===== src/rtl/dcx_pkg.sv =====
package dcx_pkg;
   localparam int DESC_WORDS = 8;
   // descriptor word positions
   localparam int DW_NEXT = 0;
   localparam int DW_CTL0 = 1;
   localparam int DW_CTL1 = 2;
   localparam int DW_SRC  = 3;
   localparam int DW_DST  = 4;
   localparam int DW_LEN  = 5;
   localparam int DW_PAY  = 6;
   // control word 0 bits decoded here
   localparam int C0_IRQ    = 0;
   localparam int C0_DECR   = 1;
   localparam int C0_CIPHER = 5;
   localparam int C0_HASH   = 6;
   // channel error bits
   localparam int ERR_ALIGN  = 0;
   localparam int ERR_NULL   = 1;
   localparam int ERR_UNDER  = 2;
   localparam int ERR_ENGINE = 3;

   typedef enum logic [1:0] {
      ST_IDLE,
      ST_FETCH,
      ST_RUN,
      ST_WAIT
   } dcx_state_e;
endpackage


===== src/rtl/dcx_prio_arb.sv =====
module dcx_prio_arb #(
   parameter int N  = 4,
   parameter int IW = (N > 1) ? $clog2(N) : 1
) (
   input  logic [N-1:0]  req,
   output logic [IW-1:0] idx,
   output logic          any
);
   if (N == 1) begin : g_single
      assign idx = '0;
      assign any = req[0];
   end else begin : g_multi
      always_comb begin
         idx = '0;
         any = 1'b0;
         for (int i = N - 1; i >= 0; i--) begin
            if (req[i]) begin
               idx = IW'(i);
               any = 1'b1;
            end
         end
      end
   end
endmodule


===== src/rtl/dcx_chan_slot.sv =====
module dcx_chan_slot
   import dcx_pkg::*;
#(
   parameter int AW    = 32,
   parameter int CNT_W = 8,
   parameter int ERR_W = 8
) (
   input  logic             clk,
   input  logic             rst_n,
   input  logic             en,
   input  logic             sw_ptr_we,
   input  logic             sw_sema_we,
   input  logic             sw_clr_we,
   input  logic [31:0]      sw_wdata,
   input  logic             hw_ptr_we,
   input  logic [AW-1:0]    hw_ptr,
   input  logic             hw_dec,
   input  logic [ERR_W-1:0] hw_err,
   output logic [AW-1:0]    ptr_q,
   output logic [CNT_W-1:0] cnt_q,
   output logic [ERR_W-1:0] err_q,
   output logic             ready
);
   localparam logic [CNT_W-1:0] CMAX = '1;

   logic [CNT_W-1:0] add_v, cnt_d;
   logic [CNT_W:0]   sum;
   logic             dec_ok, under;
   logic [ERR_W-1:0] under_v, clr_v, err_d;
   logic [AW-1:0]    ptr_d;

   always_comb begin
      add_v   = (|sw_wdata[31:CNT_W]) ? CMAX : sw_wdata[CNT_W-1:0];
      dec_ok  = hw_dec && (cnt_q != '0);
      under   = hw_dec && (cnt_q == '0);
      sum     = {1'b0, cnt_q} + (sw_sema_we ? {1'b0, add_v} : '0)
              - {{CNT_W{1'b0}}, dec_ok};
      cnt_d   = (sum > {1'b0, CMAX}) ? CMAX : sum[CNT_W-1:0];
      under_v = '0;
      under_v[ERR_UNDER] = under;
      clr_v   = sw_clr_we ? sw_wdata[ERR_W-1:0] : '0;
      err_d   = (err_q & ~clr_v) | hw_err | under_v;
      ptr_d   = hw_ptr_we ? hw_ptr : (sw_ptr_we ? sw_wdata[AW-1:0] : ptr_q);
   end

   always_ff @(posedge clk or negedge rst_n) begin
      if (!rst_n) begin
         ptr_q <= '0;
         cnt_q <= '0;
         err_q <= '0;
      end else begin
         ptr_q <= ptr_d;
         cnt_q <= cnt_d;
         err_q <= err_d;
      end
   end

   assign ready = en && (cnt_q != '0) && (err_q == '0);
endmodule


===== src/rtl/dcx_stub_eng.sv =====
module dcx_stub_eng #(
   parameter int LAT = 3,
   parameter int FW  = 4,
   parameter int LW  = $clog2(LAT + 1)
) (
   input  logic          clk,
   input  logic          rst_n,
   input  logic          start,
   input  logic [FW-1:0] fault_in,
   output logic          busy,
   output logic          done,
   output logic [FW-1:0] err
);
   logic [LW-1:0] left_q;

   always_ff @(posedge clk or negedge rst_n) begin
      if (!rst_n) begin
         busy   <= 1'b0;
         left_q <= '0;
      end else if (start) begin
         busy   <= 1'b1;
         left_q <= LW'(LAT - 1);
      end else if (done) begin
         busy   <= 1'b0;
      end else if (busy) begin
         left_q <= left_q - 1'b1;
      end
   end

   assign done = busy && (left_q == '0);
   assign err  = done ? fault_in : '0;
endmodule


===== src/rtl/dcx_ctrl.sv =====
module dcx_ctrl
   import dcx_pkg::*;
#(
   parameter int NCH      = 4,
   parameter int AW       = 32,
   parameter int CNT_W    = 8,
   parameter int ERR_W    = 8,
   parameter int FAULT_W  = 4,
   parameter int STUB_LAT = 3,
   parameter int CW       = (NCH > 1) ? $clog2(NCH) : 1
) (
   input  logic               clk,
   input  logic               rst_n,
   input  logic               reg_we,
   input  logic [11:0]        reg_addr,
   input  logic [31:0]        reg_wdata,
   output logic [31:0]        reg_rdata,
   output logic               mem_req,
   output logic [AW-1:0]      mem_addr,
   input  logic               mem_rvalid,
   input  logic [31:0]        mem_rdata,
   input  logic [FAULT_W-1:0] eng_fault,
   output logic               dp_start,
   output logic [CW-1:0]      dp_chan,
   output logic [1:0]         dp_sel,
   output logic [31:0]        dp_ctrl0,
   output logic [31:0]        dp_ctrl1,
   output logic [31:0]        dp_src,
   output logic [31:0]        dp_dst,
   output logic [31:0]        dp_len,
   output logic [31:0]        dp_payload,
   output logic               dp_done,
   output logic               irq
);
   localparam int WIW = $clog2(DESC_WORDS);

   if (NCH < 1 || NCH > 4) begin : g_bad_nch
      $error("dcx_ctrl: NCH must be 1..4");
   end
   if (AW < 12 || AW > 32) begin : g_bad_aw
      $error("dcx_ctrl: AW must be 12..32");
   end
   if (CNT_W < 2 || CNT_W > 16) begin : g_bad_cnt
      $error("dcx_ctrl: CNT_W must be 2..16");
   end
   if (ERR_W < 4 || ERR_W > 32) begin : g_bad_err
      $error("dcx_ctrl: ERR_W must be 4..32");
   end
   if (STUB_LAT < 1) begin : g_bad_lat
      $error("dcx_ctrl: STUB_LAT must be at least 1");
   end

   // register decode
   logic       g_sel, c_sel, g_clr_we, g_en_we;
   logic [1:0] c_idx;
   logic [5:0] c_off;
   assign g_sel    = (reg_addr[11:8] == 4'h0);
   assign c_sel    = (reg_addr[11:8] == 4'h1);
   assign c_idx    = reg_addr[7:6];
   assign c_off    = reg_addr[5:0];
   assign g_clr_we = reg_we && g_sel && (reg_addr[7:0] == 8'h18);
   assign g_en_we  = reg_we && g_sel && (reg_addr[7:0] == 8'h20);

   dcx_state_e         st;
   logic [WIW-1:0]     widx;
   logic [CW-1:0]      cur;
   logic [AW-1:0]      base;
   logic [NCH-1:0]     en_q, flags_q, flag_set;
   logic [31:0]        desc [DESC_WORDS];

   logic [AW-1:0]      ch_ptr [NCH];
   logic [ERR_W-1:0]   ch_err [NCH];
   logic [NCH*CNT_W-1:0] cnt_flat;
   logic [NCH-1:0]     ready;

   logic [CW-1:0]      arb_idx;
   logic               arb_any;
   logic               eng_busy, eng_done;
   logic [FAULT_W-1:0] eng_err;

   dcx_prio_arb #(.N(NCH), .IW(CW)) u_arb (
      .req(ready), .idx(arb_idx), .any(arb_any)
   );

   // launch and retire decisions
   logic [AW-1:0]    sel_ptr;
   logic [CNT_W-1:0] cur_cnt;
   logic             launch, misal, retire, fault, rt_dec, rt_ptr_we, rt_flag;
   logic             remain_nz;
   logic [ERR_W-1:0] rt_err, al_err;
   logic [AW-1:0]    nxt;

   always_comb begin
      sel_ptr = '0;
      cur_cnt = '0;
      for (int n = 0; n < NCH; n++) begin
         if (arb_idx == CW'(n)) sel_ptr = ch_ptr[n];
         if (cur == CW'(n))     cur_cnt = cnt_flat[n*CNT_W +: CNT_W];
      end
      launch    = (st == ST_IDLE) && arb_any;
      misal     = launch && (sel_ptr[1:0] != 2'b00);
      retire    = (st == ST_WAIT) && eng_done;
      fault     = retire && (eng_err != '0);
      nxt       = desc[DW_NEXT][AW-1:0];
      rt_dec    = retire && !fault && desc[DW_CTL0][C0_DECR];
      remain_nz = rt_dec ? (cur_cnt > CNT_W'(1)) : (cur_cnt != '0);
      rt_ptr_we = retire && !fault && (nxt != '0);
      rt_flag   = retire && (fault || desc[DW_CTL0][C0_IRQ]);
      rt_err    = '0;
      if (fault)
         rt_err[ERR_ENGINE] = 1'b1;
      else if (retire && remain_nz && nxt == '0)
         rt_err[ERR_NULL] = 1'b1;
      al_err = '0;
      al_err[ERR_ALIGN] = misal;
   end

   for (genvar n = 0; n < NCH; n++) begin : g_ch
      logic hit, is_cur, is_gnt;
      assign hit    = reg_we && c_sel && (c_idx == 2'(n));
      assign is_cur = (cur == CW'(n));
      assign is_gnt = (arb_idx == CW'(n));
      assign flag_set[n] = (rt_flag && is_cur) || (misal && is_gnt);

      dcx_chan_slot #(.AW(AW), .CNT_W(CNT_W), .ERR_W(ERR_W)) u_slot (
         .clk        (clk),
         .rst_n      (rst_n),
         .en         (en_q[n]),
         .sw_ptr_we  (hit && c_off == 6'h00),
         .sw_sema_we (hit && c_off == 6'h10),
         .sw_clr_we  (hit && c_off == 6'h28),
         .sw_wdata   (reg_wdata),
         .hw_ptr_we  (rt_ptr_we && is_cur),
         .hw_ptr     (nxt),
         .hw_dec     (rt_dec && is_cur),
         .hw_err     ((is_cur ? rt_err : '0) | (is_gnt ? al_err : '0)),
         .ptr_q      (ch_ptr[n]),
         .cnt_q      (cnt_flat[n*CNT_W +: CNT_W]),
         .err_q      (ch_err[n]),
         .ready      (ready[n])
      );
   end

   dcx_stub_eng #(.LAT(STUB_LAT), .FW(FAULT_W)) u_eng (
      .clk      (clk),
      .rst_n    (rst_n),
      .start    (dp_start),
      .fault_in (eng_fault),
      .busy     (eng_busy),
      .done     (eng_done),
      .err      (eng_err)
   );

   // sequencer
   always_ff @(posedge clk or negedge rst_n) begin
      if (!rst_n) begin
         st      <= ST_IDLE;
         widx    <= '0;
         cur     <= '0;
         base    <= '0;
         en_q    <= '0;
         flags_q <= '0;
         for (int i = 0; i < DESC_WORDS; i++) desc[i] <= '0;
      end else begin
         if (g_en_we) en_q <= reg_wdata[NCH-1:0];
         flags_q <= (flags_q & ~(g_clr_we ? reg_wdata[NCH-1:0] : '0)) | flag_set;
         unique case (st)
            ST_IDLE: begin
               if (arb_any) begin
                  cur  <= arb_idx;
                  base <= sel_ptr;
                  widx <= '0;
                  if (!misal) st <= ST_FETCH;
               end
            end
            ST_FETCH: begin
               if (mem_rvalid) begin
                  desc[widx] <= mem_rdata;
                  widx       <= widx + 1'b1;
                  if (widx == WIW'(DESC_WORDS - 1)) st <= ST_RUN;
               end
            end
            ST_RUN:  st <= ST_WAIT;
            ST_WAIT: if (eng_done) st <= ST_IDLE;
            default: st <= ST_IDLE;
         endcase
      end
   end

   assign mem_req    = (st == ST_FETCH);
   assign mem_addr   = base + AW'({widx, 2'b00});
   assign dp_start   = (st == ST_RUN);
   assign dp_chan    = cur;
   assign dp_sel     = {desc[DW_CTL0][C0_HASH], desc[DW_CTL0][C0_CIPHER]};
   assign dp_ctrl0   = desc[DW_CTL0];
   assign dp_ctrl1   = desc[DW_CTL1];
   assign dp_src     = desc[DW_SRC];
   assign dp_dst     = desc[DW_DST];
   assign dp_len     = desc[DW_LEN];
   assign dp_payload = desc[DW_PAY];
   assign dp_done    = eng_done;
   assign irq        = |flags_q;

   // register read
   always_comb begin
      reg_rdata = '0;
      if (g_sel) begin
         if (reg_addr[7:0] == 8'h10) reg_rdata = 32'(flags_q);
         if (reg_addr[7:0] == 8'h20) reg_rdata = 32'(en_q);
      end else if (c_sel) begin
         for (int n = 0; n < NCH; n++) begin
            if (c_idx == 2'(n)) begin
               if (c_off == 6'h00) reg_rdata = 32'(ch_ptr[n]);
               if (c_off == 6'h10) reg_rdata = 32'(cnt_flat[n*CNT_W +: CNT_W]);
               if (c_off == 6'h20) reg_rdata = 32'(ch_err[n]);
            end
         end
      end
   end
endmodule


===== config.mk =====
export PLATFORM = sky130hd
export DESIGN_NAME = dcx_ctrl
export DESIGN_NICKNAME = d
export VERILOG_FILES = /design/src/rtl/dcx_pkg.sv /design/src/rtl/dcx_prio_arb.sv /design/src/rtl/dcx_chan_slot.sv /design/src/rtl/dcx_stub_eng.sv /design/src/rtl/dcx_ctrl.sv
export SDC_FILE = /design/constraint.sdc
export NUM_CORES = 1
export LEC_CHECK = 0
export ABC_AREA = 1
export BUFFER_PORTS_ARGS = -buffer_cell sky130_fd_sc_hd__buf_2
export CAP_MARGIN = 5
export CORE_UTILIZATION = 47
export DETAILED_ROUTE_END_ITERATION = 10
export PLACE_DENSITY = 0.7
export SYNTH_ARGS = -nofsm -noshare
export SYNTH_HDL_FRONTEND = slang
export SYNTH_SLANG_ARGS = --single-unit

===== constraint.sdc =====
create_clock -name clk -period 3 [get_ports clk]
set_input_delay 0.3 -clock clk [delete_from_list [all_inputs] [get_ports clk]]
set_output_delay 0.3 -clock clk [all_outputs]
set_load 0.005 [all_outputs]

# Word-level counts from Yosys, hierarchy flattened

Cells that the tools add are included.
W data, S select, Z words.

Muxes and demuxes: 88
Equality and inequality tests: 26
Add/sub/neg operators: 11
$lt $le $gt $ge: 7
Bitwise gates (word level): 24
Reductions and logical operators: 108

Operators by type and width:

| cell                 | number |
|---|---|
| $mux W32             | 32 |
| $bwmux W256          | 1 |
| $mux W8              | 17 |
| $demux W32 S3        | 1 |
| $logic_and A1 B1 Y1  | 64 |
| $logic_not A8 Y1     | 8 |
| $reduce_bool A8 Y1   | 5 |
| $add A8 B9 Y9        | 4 |
| $gt A9 B8 Y1 const B | 4 |
| $sub A9 B1 Y9        | 4 |
| $add A32 B5 Y32      | 1 |
| $and A8 B8 Y8        | 4 |
| $logic_not A32 Y1    | 1 |
| $not A8 Y8           | 4 |
| $or A8 B3 Y8         | 4 |
| $or A8 B4 Y8         | 4 |
| $reduce_bool A32 Y1  | 1 |
| $mux W4              | 7 |
| $mux W2              | 12 |
| $reduce_or A24 Y1    | 1 |
| $eq A2 B2 Y1 const B | 8 |
| $eq A8 B5 Y1 const B | 2 |
| $or A4 B1 Y4         | 4 |
| $reduce_bool A2 Y1   | 8 |
| 31 further kinds     | 63 |

Flip-flop bits (word level): 498
Output and inout port bits: 264
Word-level logic and storage cells: 292
Input port bits: 84

# Longest topological paths before layout

Gate-level depths: netlist of the first run.

Depth after elaboration: 19
Depth in mapped cells: 25
Mapped depth without buffers: 25

# Hierarchy

Synthesis of the first run repeated with hierarchy kept, for this count alone.

Cell total of the unflattened synthesis: 3,446
Area, all modules: 27,565.2 um^2

Modules (own cells, without submodules):

| module                             | instances | area each (um^2) | cells each | sequential area each (um^2) |
|---|---|---|---|---|
| dcx_ctrl                           | 1         | 15,220.8         | 1,949      | 6,781.5 |
| dcx_chan_slot (g_ch[0].u_slot ...) | 3         | 3,030.4          | 365        | 1,201.2 |
| dcx_chan_slot (g_ch[1].u_slot)     | 1         | 3,031.7          | 366        | 1,201.2 |
| dcx_stub_eng                       | 1         | 185.2            | 28         | 75.1 |
| dcx_prio_arb                       | 1         | 36.3             | 8          | 0.0 |

# Worst setup path after synthesis of the first run

Ideal clock, no wire load.

Path type: in2reg
From: input reg_addr[11]
To: register g_ch[1].u_slot.cnt_q[2]
Cell stages on the path: 24
Arrival: 3.274 ns
Required time: 2.864 ns
Path buffers: 0
Path slack: -0.410 ns
Library setup time: 0.136 ns
Cells stage by stage: nor2_1 inv_2 nor3_4 inv_2 nor2_2 inv_2 nor2_2 inv_2 nor2_1 nand2_1 ha_1 inv_1 fa_1 nand2_1 inv_1 o21ai_1 nand2_1 a21oi_1 o21bai_1 nand2_1 nand2_1 a21oi_1 xor2_2 o21ai_1

Longest elaborated chain between the ends: 9

Ends and longest elaborated chain:

| item                                | RTL line            | text |
|---|---|---|
| from (decl)                         | dcx_ctrl.sv:15      | `input logic [11:0] reg_addr,` |
| $eq A4 B1 Y1 *                      | dcx_ctrl.sv:58      | `assign c_sel = (reg_addr[11:8] == 4'h1);` |
| $logic_and A1 B1 Y1 * (2 in series) | dcx_ctrl.sv:120     | `assign hit = reg_we && c_sel && (c_idx == 2'(n));` |
| $logic_and A1 B1 Y1 *               | dcx_ctrl.sv:130     | `.sw_sema_we (hit && c_off == 6'h10),` |
| $mux W8 *                           | dcx_chan_slot.sv:36 | `sum = {1'b0, cnt_q} + (sw_sema_we ? {1'b0, add_v} : '0)` |
| $add A8 B9 Y9 *                     | dcx_chan_slot.sv:36 |  |
| $sub A9 B1 Y9 *                     | dcx_chan_slot.sv:37 | `- {{CNT_W{1'b0}}, dec_ok};` |
| $gt A9 B8 Y1                        | dcx_chan_slot.sv:38 | `cnt_d = (sum > {1'b0, CMAX}) ? CMAX : sum[CNT_W-1:0];` |
| $mux W8 *                           | dcx_chan_slot.sv:38 |  |
| named net g_ch[1].u_slot.cnt_d[2]   | dcx_chan_slot.sv:26 | `logic [CNT_W-1:0] add_v, cnt_d;` |
| to (signal assigned)                | dcx_chan_slot.sv:53 | `cnt_q <= cnt_d;` |
| to (decl)                           | dcx_chan_slot.sv:20 | `output logic [CNT_W-1:0] cnt_q,` |

The timed path passes the listed nets; every way through them passes the cells marked *.
A chain may end at the register's enable or synchronous reset.

# Worst setup path after layout of the first run

From: register u_eng.left_q[1]
To: register g_ch[1].u_slot.cnt_q[2]

Longest elaborated chain between the ends: 13
Elaborated cells between the ends (all ways): 14
Those cells by class: 1 x add/sub; 1 x order compare; 2 x mux; 10 x reduce/logical

Ends and longest elaborated chain:

| item                                | RTL line            | text |
|---|---|---|
| from (decl)                         | dcx_stub_eng.sv:14  | `logic [LW-1:0] left_q;` |
| from (signal assigned)              | dcx_stub_eng.sv:22  | `left_q <= LW'(LAT - 1);` |
| from (signal assigned)              | dcx_stub_eng.sv:26  | `left_q <= left_q - 1'b1;` |
| $logic_not A2 Y1 *                  | dcx_stub_eng.sv:30  | `assign done = busy && (left_q == '0);` |
| $logic_and A1 B1 Y1 *               | dcx_stub_eng.sv:30  |  |
| $mux W4                             | dcx_stub_eng.sv:31  | `assign err = done ? fault_in : '0;` |
| $reduce_bool A4 Y1                  | dcx_ctrl.sv:103     | `fault = retire && (eng_err != '0);` |
| $logic_and A1 B1 Y1                 | dcx_ctrl.sv:103     |  |
| $logic_not A1 Y1                    | dcx_ctrl.sv:105     | `rt_dec = retire && !fault && desc[DW_CTL0][C0_DECR];` |
| $logic_and A1 B1 Y1 * (2 in series) | dcx_ctrl.sv:105     |  |
| $logic_and A1 B1 Y1 *               | dcx_ctrl.sv:135     | `.hw_dec (rt_dec && is_cur),` |
| $logic_and A1 B1 Y1 *               | dcx_chan_slot.sv:34 | `dec_ok = hw_dec && (cnt_q != '0);` |
| $sub A9 B1 Y9 *                     | dcx_chan_slot.sv:37 |  |
| $gt A9 B8 Y1                        | dcx_chan_slot.sv:38 |  |
| $mux W8 *                           | dcx_chan_slot.sv:38 |  |
| named net g_ch[1].u_slot.cnt_d[2]   | dcx_chan_slot.sv:26 |  |

Marked as above.

==> impl_results.md, run 1 <==
* Hold Vio Cnt, Final at 0
* Number of distinct library cells after synthesis at 58
* Final WS setup at -0.437 ns
* DRC at 0
* CP Data Required Time at 3.53 ns
* Synth top cells by count: nand2_1 (857), dfrtp_1 (466), o21ai_0 (325)
* Grt total ovfl at 0
* CTS tree: done
* Fin crit share at 1.15
* Crit path time final at around 3.4 ns
* Share of cells above drive strength 1 at 0.270
* Setup CP Type: flip-flop to flip-flop
* WL final at ~94000 um
* Largest net degree at the start of global routing at 89
* Slew HR at 0.383
* Vert. Die Dim at 238 um
* Critical path's top delay family: buffers and inverters
* Post-synth EDFFs at 0
* CP arrival at a little under 4 ns
* Row count at 86
* Tightest hold margin at ~0.011 ns
* Mapped cell area at about 26000 um^2
* Flop-to-flop setup slack at -0.44 ns
* Crit path buf inv count at 15
* Initial antenna violation count at 1
* Drt wl/cell at around 21 um
* Final #Nets at ~3.8k
* I/O pin total at around 350
* Cell Area, Placed at around 29000 um^2
* Worst Tran Pin Value at ~0.92 ns
* Ys flop type: dfrtp_1
* Routed Antenna Nets at 0
* Multi-input gate area at 11500 um^2
* Reg clk slew, reported paths at 0.06 ns
* CTS Buffer Depth at 3
* Reg area at ~12000 um^2
* Seq/Total Area, Yosys at 0.447
* Synth warn at 0
* Yosys top cell by area: dfrtp_1
* Unrepaired setup endpoints after global routing: true
* Die ar. at around 56000 um^2
* First-pass GRT wire length at 141000 um
* Synth Instances at approximately 3.2k
* Cell Pwr Density at a little over 600 nW/um^2
* Setup crit end kind: flip-flop
* All-Layer GR Usage at 0.325
* Layout fillers at approximately 4.9k
* Final Cell Area at ~32000 um^2
* Asr flop ratio synth at 1.00
* Vias in the first global route at 24.1k
* Setup violations, final at 46
* Sum Neg Setup Slack at -13.70 ns
* Num CTS Buffers at 50
* CP Launch Type: flip-flop
* Antenna diodes at 0
* Worst skew pair latency at 0.63 ns
* Core Region at ~55000 um^2
* Status: finished, violations left
* Crit-path slowest cell: dfrtp_1
* Via Count at 24.8k
* Synth top area share at 0.447
* Largest cells by area after synthesis: dfrtp_1 (45%), nand2_1 (12%), o21ai_0 (6.2%)
* Failing checks: setup timing
* Placer congestion estimate at between 0.9 and 1
* H-Tree Depth at 2
* Area growth syn-to-layout at 21.6%
* Pre-antenna DRT Iters at 6
* Mapped Nets at approximately 3.4k
* Count leader, synth: nand2_1
* Num Clock Sinks at 466
* Max-Cap Viols at 0
* Max-slew violation count at 0
* Vias/cell at 5.60
* Max Clock Freq at just under 0.3 GHz
* DR iter-0 viols at about 2.7k
* Buffers on Ports at ~350
* Leak at around 17 nW
* Worst-path fanout max at 3
* Starting density of the core at 0.475
* Max VDD drop at between 0.6 and 0.7 mV
* Post-detail-place hpwl at 64000 um
* Syn_area_per_cell at about 8.1 um^2
* Root Buffer: clkbuf_16
* Min-delay worst type: input port to flip-flop
* Post-Route Skew at 0.0425 ns
* Seq cells post-synth at between 400 and 500
* Most used cell, CP: buf_4
* Die X at 238 um
* Delay of the slowest cell on the worst path at about 0.39 ns
==> timing repair <==
item                                    CTS  global route
buffers inserted                         60            19
pin swaps                                34            31
hold buffers                              2             0
hold endpoints to repair                 78             0
gates resized for setup                  56            69
endpoints found under the setup margin   51            53
==> report_power, final <==
| group | switching [mW] | total [mW] | internal [mW] |
|---|---|---|---|
| Combinational | 2.69 | 4.93 | 2.24 |
| Sequential | 0.922 | 8.08 | 7.15 |
| Clock | 2.74 | 6.32 | 3.58 |
| Total | 6.35 | 19.3 | 13.0 |
==> final cells by class <==
cell class | instances | area share
inverter | 343 | 0.0407
timing repair buffer | 692 | 0.146
clock inverter | 20 | 0.00729
multi-input combinational | 2086 | 0.364
clock buffer | 69 | 0.0457
tap | 748 | 0.0295
sequential | 466 | 0.367
==> placed cells by master (no fill, tap or decap), types with 13 or more instances in the layout <==
cell and n:
nand2_1 814, nor3_1 17, buf_2 346, a21oi_1 106, nand4_1 32, o21ai_0 322, dfrtp_1 466, o211ai_1 82
nor2_1 66, nor2_4 19, o21ai_2 13, o21ai_1 16, inv_2 36, clkinv_2 14, ha_1 62, inv_1 303
xnor2_1 24, nand2_2 47, nor4_1 15, clkbuf_8 13, buf_12 19, a221oi_1 41, xor2_1 15, buf_6 15
buf_4 309, nand3_1 263, clkbuf_16 50, nor2_2 21
==> metal layers <==
| layer | track usage | wire, um | share of wire |
|---|---|---|---|
| met1 | 0.440 | 37500 | 0.40 |
| met4 | 0.143 | 4490 | 0.048 |
| met5 | 0 | 13 | 0.00014 |
| met3 | 0.0926 | 10900 | 0.12 |
| met2 | 0.486 | 40700 | 0.43 |
==> flip-flops by register name (all words and copies together) (netlist names) <==
register,cells
dp_src,32
g_ch.u_slot.ptr_q,128
dp_ctrl1,32
dp_payload,32
dp_dst,32
dp_len,32
dp_chan,2
widx,3
u_eng.left_q,2
g_ch.u_slot.err_q,32
base,32
en_q,4
dp_ctrl0,32
u_eng.busy,1
flags_q,4
nxt,32
st,2
g_ch.u_slot.cnt_q,32
==> logic make-up (layout without fill, tap and decap cells) <==
kind of cell    Yosys count  after routing  share of synthesized area
simple gates           1333           1333                      0.223
buf+inv                 687           1124                      0.134
compound gates          629            629                      0.141
flops                   466            466                      0.447
fa+ha+maj                79             79                     0.0393
xor+xnor                 45             45                     0.0162
==> tightest hold or removal path: cells and delay by family <==
family                 cells  cell delay, ns
buffers and inverters      1            0.14
AND/OR/NAND/NOR            2            0.15
==> through the flow <==
stage	utilization	setup slack [ns]	power, mW	instances
final	0.578	-0.437	19.3	4424
after global routing	0.578	-0.623	20.2	4424
after CTS	0.570	-0.364	19.1	4406
after detailed placement	0.526	-0.778	12.5	4255
after global placement	0.526	-0.608	12.4	4255
after floorplan	-	-0.192	10.7	3239
==> worst paths after layout <==
check,start,cells past startpoint,end
max,u_eng.left_q[1],27,g_ch[1].u_slot.cnt_q[2]
min,reg_wdata[6],3,g_ch[2].u_slot.ptr_q[6]
max reg2reg,u_eng.left_q[1],27,g_ch[1].u_slot.cnt_q[2]
min reg2reg,dp_ctrl0[4],2,dp_ctrl0[4]
max in group asynchronous,rst_n,3,dp_ctrl0[16]
min in group asynchronous,rst_n,2,dp_ctrl0[11]
No activity file was read; power rests on OpenSTA's default activity.
==> run 2: changes to the inputs <==
--- a/config.mk
+++ b/config.mk
@@ -10,7 +10,8 @@
 export CAP_MARGIN = 5
 export CORE_UTILIZATION = 47
 export DETAILED_ROUTE_END_ITERATION = 10
-export PLACE_DENSITY = 0.7
+export MAX_ROUTING_LAYER = met4
+export PLACE_DENSITY = 0.67
 export SYNTH_ARGS = -nofsm -noshare
 export SYNTH_HDL_FRONTEND = slang
 export SYNTH_SLANG_ARGS = --single-unit
==> constraint.sdc (replaced) <==
create_clock -name clk -period 4.35 [get_ports clk]
set_input_delay 0.435 -clock clk [delete_from_list [all_inputs] [get_ports clk]]
set_output_delay 0.435 -clock clk [all_outputs]
set_load 0.005 [all_outputs]
==> impl_results.md, run 2 (synthesized netlist as in run 1, its figures left out) <==
* Status: completed
* Largest net degree at the start of global routing at roughly 120
* Root Buffer: clkbuf_16
* WL final at just over 90000 um
* Pre-antenna DRT Iters at 6
* Worst r2r src: u_eng.left_q[0]
* Setup crit end kind: flip-flop
* DRC at 0
* Routed Antenna Nets at 0
* Setup bufs post-CTS at 0
* Worst skew pair latency at 0.65 ns
* Layout fillers at around 5.3k
* Placer congestion estimate at approximately 1.0
* H-Tree Depth at 2
* DR iter-0 viols at about 2.5k
* Largest register FFs at ~130
* Via Count at between 20k and 25k
* Post-detail-place hpwl at about 63000 um
* Reg clk slew, reported paths at 0.06 ns
* Most frequent cells in the layout: nand2_1 (851), dfrtp_1 (466), buf_2 (346)
* Fin crit share at 0.902
* Final #Nets at between 3k and 4k
* Drt wl/cell at 22.0 um
* Initial antenna violation count at 10
* CP Launch Type: flip-flop
* Worst-path fanout max at 8
* Num Clock Sinks at between 400 and 500
* Total Power at about 13 mW
* Die X at roughly 240 um
* CTS Buffer Depth at 3
* Setup violations, final at 0
* Die ar. at 56500 um^2
* Area growth syn-to-layout at 10.4%
* Share of cells above drive strength 1 at 0.175
* Grt total ovfl at 0
* All-Layer GR Usage at 0.333
* Vias/cell at about 5.7
* Post-Route Skew at roughly 0.06 ns
* Crit path time final at just under 4 ns
* Sum Neg Setup Slack at 0 ns
* Starting density of the core at 0.475
* First-pass GRT wire length at between 100000 and 150000 um
* Core Region at 55000 um^2
* Leak at 15.1 nW
* Vias in the first global route at approximately 23k
* Max-Cap Viols at 0
* Unrepaired setup endpoints after global routing: false
* CP startpoint: u_eng.left_q[0]
* CP arrival at about 4.4 ns
* Most common cell after layout, fill and taps aside: nand2_1
* CP Data Required Time at ~4.8 ns
* Hold Vio Cnt, Final at 0
* Reg area at between 10000 and 15000 um^2
* Row count at 86
* Buffers on Ports at ~350
* Max-slew violation count at 0
* Multi-input gate area at 11000 um^2
* Most flops, register: g_ch.u_slot.ptr_q
* CTS tree: done
* Min-delay worst type: input port to flip-flop
* Post_cts resized at 0
* Setup CP Type: flip-flop to flip-flop
* Max Clock Freq at roughly 0.25 GHz
* Cell Pwr Density at 435 nW/um^2
* Num CTS Buffers at 50
* Worst Hold Launch: reg_wdata[16]
* Max VDD drop at approximately 0.33 mV
* I/O pin total at between 300 and 400
* Vert. Die Dim at 238 um
* Worst Tran Pin Value at ~1.2 ns
* Slew HR at 0.223
[run 2: cell types whose count changed in the layout (fill, tap and decap cells not counted), moves of 9 or more]
cell     before  now
ha_4          9    0
ha_1         62   74
buf_4       309   49
inv_2        36   25
nand2_1     814  851
diode_2       0   11
nor2_1       66   80
inv_1       303  315
nand2_2      47   18
nor2_4       19    7
buf_12       19    4
o21ai_2      13    2
buf_6        15    0
[run 2: layer usage]
metal	GRT usage	vias up	wire (um)
li1	-	10700	-
met1	0.449	11100	37400
met2	0.481	1460	39900
met3	0.0776	239	10500
met4	0.140	0	3620
met5	-	-	0
[run 2: metrics by stage]
step | instance area, um^2 | setup WS, ns | instances | hold slack (ns) | util
after floorplan | 26100 | 0.805 | 3239 | 0.139 | -
after CTS | 28800 | 0.436 | 4138 | 0.0843 | 0.524
final | 28800 | 0.427 | 4149 | 0.105 | 0.524
after global placement | 27100 | 0.225 | 4043 | 0.460 | 0.492
after global routing | 28800 | 0.0446 | 4148 | 0.109 | 0.524
after detailed placement | 27100 | 0.139 | 4043 | 0.468 | 0.492
[run 2: final cells by class]
| cell class | instances | area share |
|---|---|---|
| flip-flops and latches | 466 | 0.405 |
| multi-input cells | 2086 | 0.382 |
| repair buffers | 401 | 0.0765 |
| clock buffers | 71 | 0.0489 |
| inverters | 343 | 0.0448 |
| well taps | 748 | 0.0325 |
| clock inverters | 23 | 0.0102 |
| diodes | 11 | 0.000955 |
[run 2: final timing paths]
| check | to | slack, ns | cells after the start |
|---|---|---|---|
| max | g_ch[0].u_slot.cnt_q[2] | 0.43 | 25 |
| min | g_ch[2].u_slot.ptr_q[16] | 0.10 | 3 |
| max reg2reg | g_ch[0].u_slot.cnt_q[2] | 0.43 | 25 |
| min reg2reg | dp_src[24] | 0.48 | 2 |
| max in group asynchronous | g_ch[2].u_slot.ptr_q[24] | 2.77 | 3 |
| min in group asynchronous | dp_src[4] | 0.49 | 2 |
[run 2: what timing repair did]
item                                    4_1_cts  5_1_grt
hold buffers                                  1        0
endpoints found under the hold margin        75        0
endpoints found under the setup margin        0        0
[run 2: critical path, cell delays in order, from the launching register on]
cell and delay, ns:
dfrtp_1 0.35, inv_1 0.08, ha_1 0.19, nand2_1 0.09, inv_2 0.06, nand2_1 0.11, nor2_2 0.20, nand2_1 0.11
inv_2 0.11, nand2_1 0.08, nor2_1 0.16, ha_1 0.15, inv_1 0.04, ha_1 0.22, fa_1 0.41, nand2_1 0.07
inv_1 0.04, o21ai_1 0.13, nand2_1 0.10, a21oi_1 0.14, o21bai_1 0.10, nand2_1 0.07, nand2_1 0.04, a21oi_1 0.20
xor2_2 0.38, o21ai_1 0.13
[run 2: report_power, final]
part           internal (mW)  total (mW)  switching [mW]
logic                  0.960        2.52            1.56
clock network           2.52        4.44            1.92
registers               4.94        5.58           0.648
